### src/rtl/rd_xfer_ctrl.sv
module rd_xfer_ctrl #(
  parameter int SYNC_STAGES = 2
) (
  input  logic clk,
  input  logic rst_n,
  input  logic early_stb,
  input  logic req_in,
  input  logic dev_ack_in,
  output logic dev_stb,
  output logic latch_en,
  output logic bus_ack,
  output logic timing_viol,
  output logic proto_err
);

  localparam int SL = SYNC_STAGES - 1;

  logic [SL:0] req_sy, ack_sy;
  logic req_s, ack_s, req_q, ack_q;
  logic stb_q, lat_q, back_q, phase_q;
  logic stb_n, lat_n, back_n, phase_n, viol_n, err_n;
  logic req_rise, req_fall, ack_rise, ack_fall;

  always_ff @(posedge clk) begin
    if (!rst_n) begin
      req_sy <= '0;
      ack_sy <= '0;
      req_q  <= 1'b0;
      ack_q  <= 1'b0;
    end else begin
      req_sy <= {req_sy[SL-1:0], req_in};
      ack_sy <= {ack_sy[SL-1:0], dev_ack_in};
      req_q  <= req_s;
      ack_q  <= ack_s;
    end
  end

  assign req_s    = req_sy[SL];
  assign ack_s    = ack_sy[SL];
  assign req_rise = req_s & ~req_q;
  assign req_fall = ~req_s & req_q;
  assign ack_rise = ack_s & ~ack_q;
  assign ack_fall = ~ack_s & ack_q;

  always_comb begin
    stb_n   = stb_q;
    lat_n   = lat_q;
    back_n  = back_q;
    phase_n = phase_q;
    viol_n  = 1'b0;
    case ({stb_q, lat_q, back_q, phase_q})
      4'b0000: if (req_s && (early_stb || !ack_s)) begin
        stb_n  = 1'b1;
        viol_n = early_stb & ack_s;
      end
      4'b1000: if (ack_s) begin
        lat_n   = 1'b1;
        phase_n = 1'b1;
      end
      4'b1101: back_n = 1'b1;
      4'b1111: if (!req_s) lat_n = 1'b0;
      4'b1011: back_n = 1'b0;
      4'b1001: begin
        stb_n   = 1'b0;
        phase_n = 1'b0;
      end
      default: begin
        stb_n   = 1'b0;
        lat_n   = 1'b0;
        back_n  = 1'b0;
        phase_n = 1'b0;
      end
    endcase
  end

  assign err_n = (req_fall & ~back_q) | (req_rise & back_q) |
                 (ack_rise & ~stb_q) |
                 (ack_fall & stb_q & (lat_q | back_q | phase_q));

  always_ff @(posedge clk) begin
    if (!rst_n) begin
      stb_q       <= 1'b0;
      lat_q       <= 1'b0;
      back_q      <= 1'b0;
      phase_q     <= 1'b0;
      timing_viol <= 1'b0;
      proto_err   <= 1'b0;
    end else begin
      stb_q       <= stb_n;
      lat_q       <= lat_n;
      back_q      <= back_n;
      phase_q     <= phase_n;
      timing_viol <= viol_n;
      proto_err   <= err_n;
    end
  end

  assign dev_stb  = stb_q;
  assign latch_en = lat_q;
  assign bus_ack  = back_q;


  one_output_step_chk: assert property (@(posedge clk) disable iff (!rst_n)
    $countones({dev_stb ^ $past(dev_stb), latch_en ^ $past(latch_en),
                bus_ack ^ $past(bus_ack)}) <= 1);


  ack_after_latch_chk: assert property (@(posedge clk) disable iff (!rst_n)
    $rose(bus_ack) |-> (latch_en && dev_stb));


  strobe_drop_last_chk: assert property (@(posedge clk) disable iff (!rst_n)
    $fell(dev_stb) |-> (!latch_en && !bus_ack));


  strobe_needs_req_chk: assert property (@(posedge clk) disable iff (!rst_n)
    $rose(dev_stb) |-> $past(req_s));


  safe_wait_chk: assert property (@(posedge clk) disable iff (!rst_n)
    ($rose(dev_stb) && !early_stb) |-> !$past(ack_s));


  viol_mode_chk: assert property (@(posedge clk) disable iff (!rst_n)
    timing_viol |-> $past(early_stb));

endmodule

### config.mk
export PLATFORM = sky130hd
export DESIGN_NAME = rd_xfer_ctrl
export DESIGN_NICKNAME = d
export VERILOG_FILES = /design/src/rtl/rd_xfer_ctrl.sv
export SDC_FILE = /design/constraint.sdc
export NUM_CORES = 1
export LEC_CHECK = 0
export ABC_CLOCK_PERIOD_IN_PS = 1100
export BUFFER_PORTS_ARGS = -buffer_cell sky130_fd_sc_hd__buf_2
export CORE_AREA = 10 10 47 49
export CTS_BUF_LIST = sky130_fd_sc_hd__clkbuf_4
export DETAILED_ROUTE_END_ITERATION = 6
export DIE_AREA = 0 0 57 59
export GPL_TIMING_DRIVEN = 1
export PLACE_DENSITY = 0.5
export RECOVER_POWER = 25
export REMOVE_ABC_BUFFERS = 1
export SETUP_SLACK_MARGIN = 0.2
export SYNTH_ARGS = -nofsm -noshare
export SYNTH_HDL_FRONTEND = slang
export SYNTH_SLANG_ARGS = --single-unit
### constraint.sdc
create_clock -name clk -period 1.1 [get_ports clk]
set_input_delay 0.11 -clock clk [delete_from_list [all_inputs] [get_ports clk]]
set_output_delay 0.11 -clock clk [all_outputs]
set_load 0.005 [all_outputs]
==> results.txt <==
outcome -> complete, no violations
routed len/inst -> 12.3 um
CP endpoint kind -> flop
Crit Path Max Fanout -> 6
Clk Latency, worst-skew pair -> 0.27 ns
CTS sink count -> 12
Cells after Synth -> 42
core area -> 0.00140 mm^2
largest net degree at the start of global routing -> 8
sequential-to-total area share from yosys stat -> 0.566
Final Hold Viols -> 0
Ant. Diodes -> 0
Synth area leader -> dfxtp_1
die width -> 57 um
Setup Skew -> 0.00204 ns
most instantiated library cell after synthesis -> dfxtp_1
number of antenna violations at the first check in global routing -> 0
CTS Buf Count -> 3
Core Rows -> 14
met3 routed WL -> 104 um
share of layout cells above drive strength 1 -> 0.550
fmax -> 0.955 GHz
die height -> 59 um
Async SR Flop Fraction -> 0
Sw Ratio -> 0.224
RSZ-0062 raised after global routing -> true
Hold Path Class -> in -> reg
Max IR drop VDD -> 854 uV
Clk network pwr share -> 0.357
hold_ws -> 0.0579 ns
critical path, cell by cell -> or4b_1 -> o21ai_1
first-pass GRT wire length -> 1720 um
Hold Buf Count CTS -> 0
max layer used -> met3
Setup-failing EPs final -> 0
initial core utilization -> 0.303
die area -> 0.00336 mm^2
P_sw -> 0.172 mW
max-slew violations -> 0
Critical Path AT -> 1.25 ns
port bufs -> 9
cell-internal power -> 0.597 mW
Cell variety after synth -> 17
Vias/cell -> 4.75
met1 WL -> 401 um
# IOs -> 10
vias in the first global route -> 379
Clock Path Buffers -> 2
power density over the cells -> 1240 mW/mm^2
Area growth, synth to finish -> 46.6%
sequential share of power -> 0.591
drt drc -> 0
wire length on met2 -> 430 um
slew margin rel. -> 0.832
fillers -> 153
DR pass1 iterations -> 5
synthesized cell area -> 424 um^2
CP max-delay cell -> or4b_1
top cells by count, synth -> dfxtp_1 (12), and2_2 (6), nand2_1 (4)
critical path class -> reg -> reg
post-detailed-route count of antenna-violating nets -> 0
Routability Congestion -> 0.688
Leak -> 0.243 nW
Comb pwr share -> 0.053
Tightest Pin Transition -> 0.252 ns
total track usage -> 0.0648
TritonCTS clock tree -> done
Reg clk slew, reported paths -> 0.07 ns
WL final -> 936 um
H-tree Lvls -> 1
syn avg cell area -> 10.1 um^2
worst path required time -> 1.31 ns
Worst setup SP type -> flop
synth top area cells -> dfxtp_1 (57%), and2_2 (11%), a21oi_1 (3.5%)
DRT iter0 DRCs -> 3
fin util -> 0.444
top_reg_cell synth -> dfxtp_1
via count -> 361
Post-synth EDFFs -> 0
period utilisation layout -> 0.952
max_cap viols -> 0
Max stage delay on crit path -> 0.49 ns
minimum clock period -> 1.05 ns
Layout Nets -> 66
DPL Wire Length -> 652 um
Root Buffer -> clkbuf_4
register bit total from synthesis -> 12
Synth top area share -> 0.566
Overflow after GRT -> 0
Ys Warns -> 0
[power groups by stage]
stage / combinational (mW) / sequential, mW / clock (mW)
2_1_floorplan: 0.0186 / 0.465 / 0
3_3_place_gp: 0.0389 / 0.467 / 0
3_5_place_dp: 0.0386 / 0.467 / 0
4_1_cts: 0.0410 / 0.454 / 0.289
5_1_grt: 0.0475 / 0.457 / 0.310
6_report: 0.0405 / 0.454 / 0.275
[flip-flops by register name, summed over array words and instances, names as in the netlist]
signal       cells
ack_q            1
ack_sy           2
bus_ack          1
dev_stb          1
latch_en         1
phase_q          1
proto_err        1
req_q            1
req_sy           2
timing_viol      1
[final timing paths]
path / from / to / slack, ns / depth (start not counted)
setup reg to reg: bus_ack / dev_stb / 0.05 / 2
setup / recovery: bus_ack / dev_stb / 0.05 / 2
hold / removal: dev_ack_in / ack_sy[0] / 0.06 / 2
hold reg to reg: ack_sy[0] / ack_sy[1] / 0.45 / 1
[cell usage in the layout, fill, tap and decap left out, drive strengths merged]
cell and n:
or4b 1, nor3 2, inv 1, o21ai 3, clkinv 1, nand3 1, nor2 1, and2 6
nand2b 2, nor3b 2, buf 12, a21oi 3, dfxtp 12, clkbuf 5, nand2 4, nand3b 1
o31a 1, a21o 1, o2111ai 1
[final cells by class]
class,count,area [um^2],share of cell area
Timing Repair Buffer,14,97.6,0.157
Clock buffer,3,22.5,0.0362
Tap cell,16,20.0,0.0322
Sequential cell,12,250,0.402
Clock inverter,1,3.75,0.00604
Inverter,1,3.75,0.00604
Multi-Input combinational cell,29,224,0.360
[through the flow]
stage / setup WS (ns) / instances / area (um^2) / setup TNS (ns) / total power [mW]
floorplan: -0.00103 / 42 / 424 / -0.00103 / 0.483
global placement: -0.0462 / 69 / 504 / -0.0462 / 0.506
detailed placement: -0.0536 / 69 / 504 / -0.0536 / 0.505
CTS: 0.0523 / 75 / 583 / 0 / 0.784
global route: -0.0149 / 76 / 622 / -0.0149 / 0.815
finish: 0.0524 / 76 / 622 / 0 / 0.769
[layer usage]
layer,global-route usage,vias up
met5,0,-
met4,0.0101,0
met3,0.0515,0
met2,0.0930,14
met1,0.0749,167
li1,-,180
[what timing repair did]
item                                   in CTS  in global routing
pin swaps                                   2                  4
resized for setup                          12                  8
setup buffers                               2                  1
setup endpoints to repair                   8                  8
endpoints found under the hold margin       0                  0
[logic make-up (layout without fill, tap and decap cells)]
group	count (synthesis)	after routing	synth area share
buffers and inverters	1	19	0.00884
AO/OA/AOI/OAI	9	9	0.133
AND/OR/NAND/NOR	20	20	0.292
flip-flops	12	12	0.566
[critical path: cells and delay by family (launching register included)]
family	cells	cell delay [ns]
compound gates	1	0.12
flops	1	0.38
simple gates	1	0.49
(Power assumes the default switching activity.)
